### src/rtl/rarb_pkg.sv
package rarb_pkg;
  typedef enum logic [1:0] {
    ST_IDLE  = 2'd0,
    ST_SER   = 2'd1,
    ST_MPX   = 2'd2,
    ST_MPEND = 2'd3
  } arb_st_e;
endpackage

### src/rtl/rarb_ctrl.sv
module rarb_ctrl
  import rarb_pkg::*;
(
  input  logic    clk,
  input  logic    rst,
  input  logic    ser_req,
  input  logic    ser_done,
  input  logic    mp_cs,
  output arb_st_e st,
  output logic    served
);
  arb_st_e st_n;
  logic    served_n;
  logic    mp_waiting;

  assign mp_waiting = mp_cs && !served;

  always_comb begin
    st_n     = st;
    served_n = mp_cs ? served : 1'b0;
    unique case (st)
      ST_IDLE: begin
        if (ser_req)         st_n = ST_SER;
        else if (mp_waiting) st_n = ST_MPX;
      end
      ST_SER: begin
        if (ser_done) st_n = mp_waiting ? ST_MPX : ST_IDLE;
      end
      ST_MPX:   st_n = ST_MPEND;
      ST_MPEND: begin
        st_n     = ST_IDLE;
        served_n = mp_cs;
      end
      default:  st_n = ST_IDLE;
    endcase
  end

  always_ff @(posedge clk) begin
    if (rst) begin
      st     <= ST_IDLE;
      served <= 1'b0;
    end else begin
      st     <= st_n;
      served <= served_n;
    end
  end
endmodule

### src/rtl/rarb_busmux.sv
module rarb_busmux
  import rarb_pkg::*;
#(
  parameter int ADDR_W = 10,
  parameter int DATA_W = 8
) (
  input  arb_st_e           st,
  input  logic [ADDR_W-1:0] ser_addr,
  input  logic [DATA_W-1:0] ser_wdata,
  input  logic              ser_we,
  input  logic [ADDR_W-1:0] mp_addr,
  input  logic [DATA_W-1:0] mp_wdata,
  input  logic              mp_we,
  input  logic [DATA_W-1:0] rb_rdata,
  output logic [ADDR_W-1:0] rb_addr,
  output logic [DATA_W-1:0] rb_wdata,
  output logic              rb_we,
  output logic [DATA_W-1:0] ser_rdata
);
  always_comb begin
    rb_addr   = '0;
    rb_wdata  = '0;
    rb_we     = 1'b0;
    ser_rdata = '0;
    unique case (st)
      ST_SER: begin
        rb_addr   = ser_addr;
        rb_wdata  = ser_wdata;
        rb_we     = ser_we;
        ser_rdata = rb_rdata;
      end
      ST_MPX: begin
        rb_addr  = mp_addr;
        rb_wdata = mp_wdata;
        rb_we    = mp_we;
      end
      default: ;
    endcase
  end
endmodule

### src/rtl/rarb_mp_resp.sv
module rarb_mp_resp
  import rarb_pkg::*;
#(
  parameter int DATA_W = 8
) (
  input  logic              clk,
  input  logic              rst,
  input  logic              cfg_bus_mode,
  input  arb_st_e           st,
  input  logic              served,
  input  logic              mp_cs,
  input  logic [DATA_W-1:0] rb_rdata,
  output logic [DATA_W-1:0] mp_rdata,
  output logic              mp_rdy,
  output logic              mp_ack
);
  logic outstanding;
  logic finishing;

  assign outstanding = mp_cs && !served;
  assign finishing   = (st == ST_MPEND);

  always_ff @(posedge clk) begin
    if (rst)                mp_rdata <= '0;
    else if (st == ST_MPX)  mp_rdata <= rb_rdata;
  end

  assign mp_rdy = !cfg_bus_mode &&
                  (finishing || (st == ST_IDLE && !outstanding));
  assign mp_ack = cfg_bus_mode && finishing;
endmodule

### src/rtl/reg_access_arbiter.sv
module reg_access_arbiter
  import rarb_pkg::*;
#(
  parameter int ADDR_W = 10,
  parameter int DATA_W = 8
) (
  input  logic              clk,
  input  logic              rst,
  input  logic              cfg_bus_mode,
  input  logic              ser_req,
  input  logic              ser_done,
  input  logic [ADDR_W-1:0] ser_addr,
  input  logic [DATA_W-1:0] ser_wdata,
  input  logic              ser_we,
  output logic              ser_gnt,
  output logic [DATA_W-1:0] ser_rdata,
  input  logic              mp_cs,
  input  logic              mp_we,
  input  logic [ADDR_W-1:0] mp_addr,
  input  logic [DATA_W-1:0] mp_wdata,
  output logic [DATA_W-1:0] mp_rdata,
  output logic              mp_rdy,
  output logic              mp_ack,
  output logic [ADDR_W-1:0] rb_addr,
  output logic [DATA_W-1:0] rb_wdata,
  output logic              rb_we,
  input  logic [DATA_W-1:0] rb_rdata
);
  arb_st_e st;
  logic    served;

  rarb_ctrl u_ctrl (
    .clk      (clk),
    .rst      (rst),
    .ser_req  (ser_req),
    .ser_done (ser_done),
    .mp_cs    (mp_cs),
    .st       (st),
    .served   (served)
  );

  rarb_busmux #(.ADDR_W(ADDR_W), .DATA_W(DATA_W)) u_mux (
    .st        (st),
    .ser_addr  (ser_addr),
    .ser_wdata (ser_wdata),
    .ser_we    (ser_we),
    .mp_addr   (mp_addr),
    .mp_wdata  (mp_wdata),
    .mp_we     (mp_we),
    .rb_rdata  (rb_rdata),
    .rb_addr   (rb_addr),
    .rb_wdata  (rb_wdata),
    .rb_we     (rb_we),
    .ser_rdata (ser_rdata)
  );

  rarb_mp_resp #(.DATA_W(DATA_W)) u_resp (
    .clk          (clk),
    .rst          (rst),
    .cfg_bus_mode (cfg_bus_mode),
    .st           (st),
    .served       (served),
    .mp_cs        (mp_cs),
    .rb_rdata     (rb_rdata),
    .mp_rdata     (mp_rdata),
    .mp_rdy       (mp_rdy),
    .mp_ack       (mp_ack)
  );

  assign ser_gnt = (st == ST_SER);
endmodule

### config.mk
export PLATFORM = sky130hd
export DESIGN_NAME = reg_access_arbiter
export DESIGN_NICKNAME = d
export VERILOG_FILES = /design/src/rtl/rarb_pkg.sv /design/src/rtl/rarb_ctrl.sv /design/src/rtl/rarb_busmux.sv /design/src/rtl/rarb_mp_resp.sv /design/src/rtl/reg_access_arbiter.sv
export SDC_FILE = /design/constraint.sdc
export NUM_CORES = 1
export LEC_CHECK = 0
export BUFFER_PORTS_ARGS = -buffer_cell sky130_fd_sc_hd__buf_2
export CORE_MARGIN = 8
export CORE_UTILIZATION = 35
export DETAILED_ROUTE_END_ITERATION = 10
export PLACE_DENSITY = 0.79
export SLEW_MARGIN = 20
export SYNTH_ARGS = -nofsm -noshare
export SYNTH_HDL_FRONTEND = slang
export SYNTH_HIERARCHICAL = 1
export SYNTH_SLANG_ARGS = --single-unit
### constraint.sdc
create_clock -name clk -period 1.8 [get_ports clk]
set_input_delay 0.18 -clock clk [delete_from_list [all_inputs] [get_ports clk]]
set_output_delay 0.18 -clock clk [all_outputs]
set_load 0.02 [all_outputs]
==> impl_metrics.py, run 1 <==
metrics = {
    "run": {
        "cap_violations": 0,
    },
    "status": {
        "run_status": "completed",
    },
    "setup_path": {
        "crit_required_ns": 1.62,
        "crit_type": "reg2out",
        "worst_setup_path_end_kind": "output port",
        "rr_worst_depth": 4,
        "reg2reg_to": "u_resp/mp_rdata[5]",
        "timing.reg2reg.setup_slack_ns": 0.40,
        "start_kind": "register",
        "r2r_start": "u_ctrl/st[0]",
        "crit_fanout": 23,
        "worstPathArrival_ns": 1.47,
        "startpoint": "u_ctrl/st[1]",
    },
    "clocking": {
        "cts_tree": "done",
        "cts_setup_buffers": 0,
        "ctsHoldBuffers": 0,
        "clock_sinks": 11,
        "clkLatencyLatePin_ns": 0.27,
        "h-tree-depth": 1,
        "cts_buffers": 3,
        "root_buffer": "clkbuf_4",
        "clk_pin_slew_ns": 0.07,
        "clk_path_buf_depth": 2,
    },
    "layout": {
        "multi_input_area_um2": 574,
        "fillers": 254,
        "seq_area_um2": 221,
        "antenna_cells": 0,
        "drive_above_1_share_pct": 58.6,
        "syn2layout_area_growth_pct": 52.0,
        "fin_area_mm2": 0.00135,
        "nNetsFinal": 246,
    },
    "die": {
        "floorplan.initialDensity_pct": 36.6,
        "dieHeight_um": 66.4,
        "die-area_mm2": 0.00441,
        "die_width_um": 66.4,
        "io_pins": 90,
        "core.rowCount": 18,
        "core_mm2": 0.00243,
    },
    "timing": {
        "rsz0062_at_grt": "no",
        "hold_viol": 0,
        "relSlewSlack_pct": 64.4,
        "finalClockSkew_ns": 0.00538,
        "min_period_over_period_pct": 91.9,
        "tightestPinTransition_ns": 0.534,
        "fin_tns_setup_ns": 0,
        "finalMaxSlewViolations": 0,
        "setup_viol": 0,
        "fmax_ghz": 0.604,
        "min_period_ns": 1.65,
    },
    "grt": {
        "overflow": 0,
        "grt_pass1_vias": 1038,
        "grt_max_degree": 24,
        "antenna_found_initial": 0,
        "track_usage_pct": 13.7,
        "grt_pass1_wl_um": 4860,
    },
    "synth": {
        "synth_warnings": 6,
        "ys_ff_latch": 11,
        "syn_nets": 158,
        "synth_top_area_share_pct": 24.8,
        "synth_cell_type_count": 22,
        "syn_inst": 104,
        "synth_area_leaders": "dfxtp_1, a22oi_2, nor2_1",
        "syn_area_per_cell_um2": 8.55,
        "yosysTopAreaCell": "dfxtp_1",
        "syn-cell-area_um2": 890,
        "synth_seq_area_share_pct": 24.8,
    },
    "power": {
        "p_leak_nw": 0.762,
        "power.density_mw_per_mm2": 616,
        "peakVddDrop_mv": 0.448,
    },
    "min_path": {
        "hold_depth": 3,
        "hold_path.class": "in2reg",
        "whs_endpoint": "u_resp/mp_rdata[2]",
        "hold_start": "rb_rdata[2]",
    },
    "detailed_routing": {
        "dr.pass1.iters": 4,
        "drc": 0,
        "viasPerCell": 4.95,
        "antenna_left": 0,
        "vias": 1093,
        "totalWireLength_um": 3270,
        "wl_per_cell_um": 14.8,
        "drt-initial-drc-count": 109,
    },
    "place": {
        "place_area_mm2": 0.00130,
        "port_buffers": 89,
        "dp_hpwl_um": 2720,
        "place_congestion": 0.850,
    },
}
cells in the final DEF, fill, tap and decap left out, types with 3 or more instances in the layout:
cell	instances
buf_2	89
nor2_1	29
dfxtp_1	10
a22oi_2	10
a22oi_1	9
and2_1	8
mux2i_1	8
clkbuf_4	3
a21oi_1	3
inv_1	3
Yosys cell counts (all sizes together):
master / number
nor2: 29
a22oi: 19
dfxtp: 11
buf: 9
and2: 8
mux2i: 8
a21oi: 3
inv: 3
ha: 2
nand2: 2
nor3b: 2
o21ai: 2
and3: 1
and4bb: 1
nand2b: 1
nor2b: 1
o21bai: 1
o31ai: 1
critical path, stage by stage (launching register included):
cell     delay (ns)
dfxtp_2        0.34
inv_1          0.06
ha_2           0.25
buf_12         0.19
a22oi_2        0.07
nor2_1         0.12
buf_2          0.18
where the power goes:
part           total, mW  leakage (nW)  switching, mW  internal, mW
sequential         0.265        0.0900        0.00811         0.257
clock              0.166        0.0177         0.0840        0.0822
combinational      0.401         0.654          0.227         0.174
total              0.833         0.762          0.319         0.514
state kept, by name, indices dropped and copies added (netlist names):
| name | cells |
|---|---|
| u_resp/mp_rdata | 8 |
| u_ctrl/st | 2 |
| u_ctrl/served | 1 |
cell families (layout without fill, tap and decap cells):
kind of cell / count (synthesis) / count (layout) / share of synthesized area, %
AND/OR/NAND/NOR: 45 / 45 / 24.9
AO/OA/AOI/OAI: 26 / 26 / 26.2
buffers and inverters: 12 / 99 / 12.4
multiplexers: 8 / 8 / 9.00
flip-flops: 11 / 11 / 24.8
adder cells (fa/ha/maj): 2 / 2 / 2.81
area by class of cell:
cell class | instances | area share [%]
Sequential cell | 11 | 16.4
Clock buffer | 3 | 1.67
Inverter | 3 | 0.833
Multi-Input combinational cell | 81 | 42.5
Timing Repair Buffer | 92 | 35.5
Tap cell | 30 | 2.78
Clock inverter | 1 | 0.370
per-layer routing:
| layer | wire (µm) | up-vias | global-route usage (%) |
|---|---|---|---|
| met2 | 1560 | 66 | 22.6 |
| li1 | - | 535 | - |
| met5 | 0 | - | 0 |
| met4 | 0 | 0 | 3.20 |
| met1 | 1190 | 492 | 16.0 |
| met3 | 517 | 0 | 5.59 |
worst max-delay path by stage:
stage,slack [ns],end,cells after the start
6_report,0.15,rb_addr[1],6
3_3_place_gp,0.09,rb_we,5
4_1_cts,0.03,rb_addr[1],6
3_5_place_dp,0.08,rb_we,5
2_1_floorplan,0.19,rb_addr[0],5
5_1_grt,0.02,rb_wdata[7],6
timing repair:
item | 4_1_cts | 5_1_grt
pin swaps | 0 | 0
gates resized for setup | 2 | 5
endpoints found under the setup margin | 19 | 20
per-stage QoR:
stage          utilization [%]  hold slack, ns  total power [mW]  worst slack (ns)  cells
2_1_floorplan                -           0.249             0.537             0.194    104
3_3_place_gp              53.3           0.420             0.649            0.0864    217
3_5_place_dp              53.3           0.436             0.654            0.0818    217
4_1_cts                   54.7           0.150             0.826            0.0289    221
5_1_grt                   55.6           0.145             0.895            0.0242    221
6_report                  55.6           0.151             0.833             0.145    221
(Power assumes the default switching activity.)
==> run 2, diff against run 1 <==
PLACE_DENSITY = 0.77   (was 0.79)
==> impl_metrics.py, run 2 (same netlist as run 1, synthesis figures left out) <==
metrics = {
    "detailed_routing": {
        "dr.pass1.iters": 4,
        "totalWireLength_um": 3190,
        "drc": 0,
        "wl_per_cell_um": 14.4,
        "drt-initial-drc-count": 118,
        "viasPerCell": 4.90,
        "vias": 1083,
        "antenna_left": 0,
    },
    "layout": {
        "drive_above_1_share_pct": 57.6,
        "fillers": 264,
        "antenna_cells": 0,
        "largest-register": "u_resp/mp_rdata",
        "largest_reg_flops": 8,
        "final_common_cell": "buf_2",
        "final_cell_mix": "buf_2, nor2_1, dfxtp_1",
        "syn2layout_area_growth_pct": 52.9,
        "nNetsFinal": 246,
        "layout_top_registers": "u_resp/mp_rdata: 8 flops, u_ctrl/st: 2 flops, u_ctrl/served: 1 flops",
        "final_util_pct": 55.9,
    },
    "clocking": {
        "cts_buffers": 3,
        "h-tree-depth": 1,
        "post_cts_resized": 2,
        "cts_setup_buffers": 0,
        "cts_tree": "done",
        "root_buffer": "clkbuf_4",
        "clock_sinks": 11,
        "ctsHoldBuffers": 0,
        "clkLatencyLatePin_ns": 0.26,
        "clk_path_buf_depth": 2,
        "clk_pin_slew_ns": 0.07,
    },
    "die": {
        "die_width_um": 66.4,
        "floorplan.initialDensity_pct": 36.6,
        "core_mm2": 0.00243,
        "io_pins": 90,
        "core.rowCount": 18,
        "dieHeight_um": 66.4,
        "die-area_mm2": 0.00441,
    },
    "grt": {
        "grt_pass1_vias": 1004,
        "grt_pass1_wl_um": 4660,
        "met3_usage_pct": 4.58,
        "grt_max_degree": 22,
        "overflow": 0,
        "gr-usage-met2_pct": 20.9,
        "track_usage_pct": 12.8,
        "antenna_found_initial": 0,
        "met1_usage_pct": 15.8,
        "top_usage_layer": "met2",
    },
    "setup_path": {
        "slowest_stage": "dfxtp_1",
        "rr_worst_depth": 4,
        "worstPathArrival_ns": 1.48,
        "r2r_start": "u_ctrl/st[0]",
        "start_kind": "register",
        "crit_required_ns": 1.62,
        "timing.reg2reg.setup_slack_ns": 0.41,
        "path_cells": "buf_4 -> ha_4 -> buf_12 -> a22oi_1 -> nor2_1 -> buf_2",
        "reg2reg_to": "u_resp/mp_rdata[4]",
        "worst_setup_path_end_kind": "output port",
        "crit_fanout": 21,
        "max_stage_delay_ns": 0.33,
        "crit_type": "reg2out",
    },
    "power": {
        "swShare_pct": 37.9,
        "seqPwrFrac_pct": 31.6,
        "p_leak_nw": 0.761,
        "p_switching_mw": 0.317,
        "peakVddDrop_mv": 0.387,
        "p_int_mw": 0.519,
        "power.density_mw_per_mm2": 614,
        "combPwrFrac_pct": 48.7,
        "p_clk_share_pct": 19.7,
        "power.total_mw": 0.836,
    },
    "timing": {
        "finalMaxSlewViolations": 0,
        "min_period_ns": 1.66,
        "fin_tns_setup_ns": 0,
        "tightestPinTransition_ns": 0.527,
        "hold-worst-slack_ns": 0.163,
        "finalClockSkew_ns": 0.00425,
        "min_period_over_period_pct": 92.1,
        "rsz0062_at_grt": "no",
        "hold_viol": 0,
        "setup_viol": 0,
        "fmax_ghz": 0.603,
        "relSlewSlack_pct": 64.9,
    },
    "status": {
        "run_status": "completed",
    },
    "place": {
        "port_buffers": 89,
        "dp_hpwl_um": 2630,
        "place_congestion": 0.790,
    },
    "run": {
        "cap_violations": 0,
    },
    "min_path": {
        "hold_start": "rb_rdata[1]",
        "hold_path.class": "in2reg",
        "whs_endpoint": "u_resp/mp_rdata[1]",
        "hold_depth": 3,
    },
}
[run 2: cell types whose count changed in the layout (fill, tap and decap cells not counted), sizes merged]
| cell | change |
|---|---|
| clkbuf | +1 |
| clkinv | -1 |
[run 2: area by class of cell]
class	instances	area (µm²)	share of cell area, %
multi-input cells	81	584	43.0
inverters	3	11.3	0.828
repair buffers	92	480	35.3
well taps	30	37.5	2.76
flip-flops and latches	11	220	16.2
clock buffers	4	26.3	1.93
[run 2: worst max path at each step]
stage / startpoint / to / slack, ns / cells after the start
finish: u_ctrl/st[0] / rb_addr[8] / 0.14 / 6
global route: u_ctrl/st[0] / rb_wdata[0] / 0.01 / 6
CTS: u_ctrl/st[0] / rb_wdata[0] / 0.02 / 6
detailed placement: u_ctrl/st[1] / rb_addr[8] / 0.07 / 4
global placement: u_ctrl/st[0] / rb_wdata[0] / 0.10 / 5
floorplan: u_ctrl/st[0] / rb_addr[0] / 0.19 / 5
[run 2: power groups by stage]
stage,clock (mW),sequential (mW),combinational [mW]
3_5_place_dp,0,0.269,0.392
4_1_cts,0.169,0.264,0.398
5_1_grt,0.176,0.266,0.442
2_1_floorplan,0,0.287,0.250
6_report,0.165,0.264,0.407
3_3_place_gp,0,0.269,0.388
[run 2: stage by stage]
step / instance area [µm²] / std cells / worst slack, ns
6_report: 1360 / 221 / 0.142
5_1_grt: 1360 / 221 / 0.0129
3_3_place_gp: 1310 / 217 / 0.104
2_1_floorplan: 890 / 104 / 0.194
4_1_cts: 1340 / 221 / 0.0215
3_5_place_dp: 1310 / 217 / 0.0733
[run 2: metal layers]
metal / vias up / wire length, µm
met4: 0 / 17
met3: 2 / 444
met5: - / 0
li1: 536 / -
met2: 66 / 1400
met1: 479 / 1320
[run 2: worst max-delay path, delay by kind of cell (launching register included)]
family / cells / cell delay, ns
flops: 1 / 0.33
simple gates: 1 / 0.10
compound gates: 1 / 0.08
fa+ha+maj: 1 / 0.19
buf+inv: 3 / 0.51
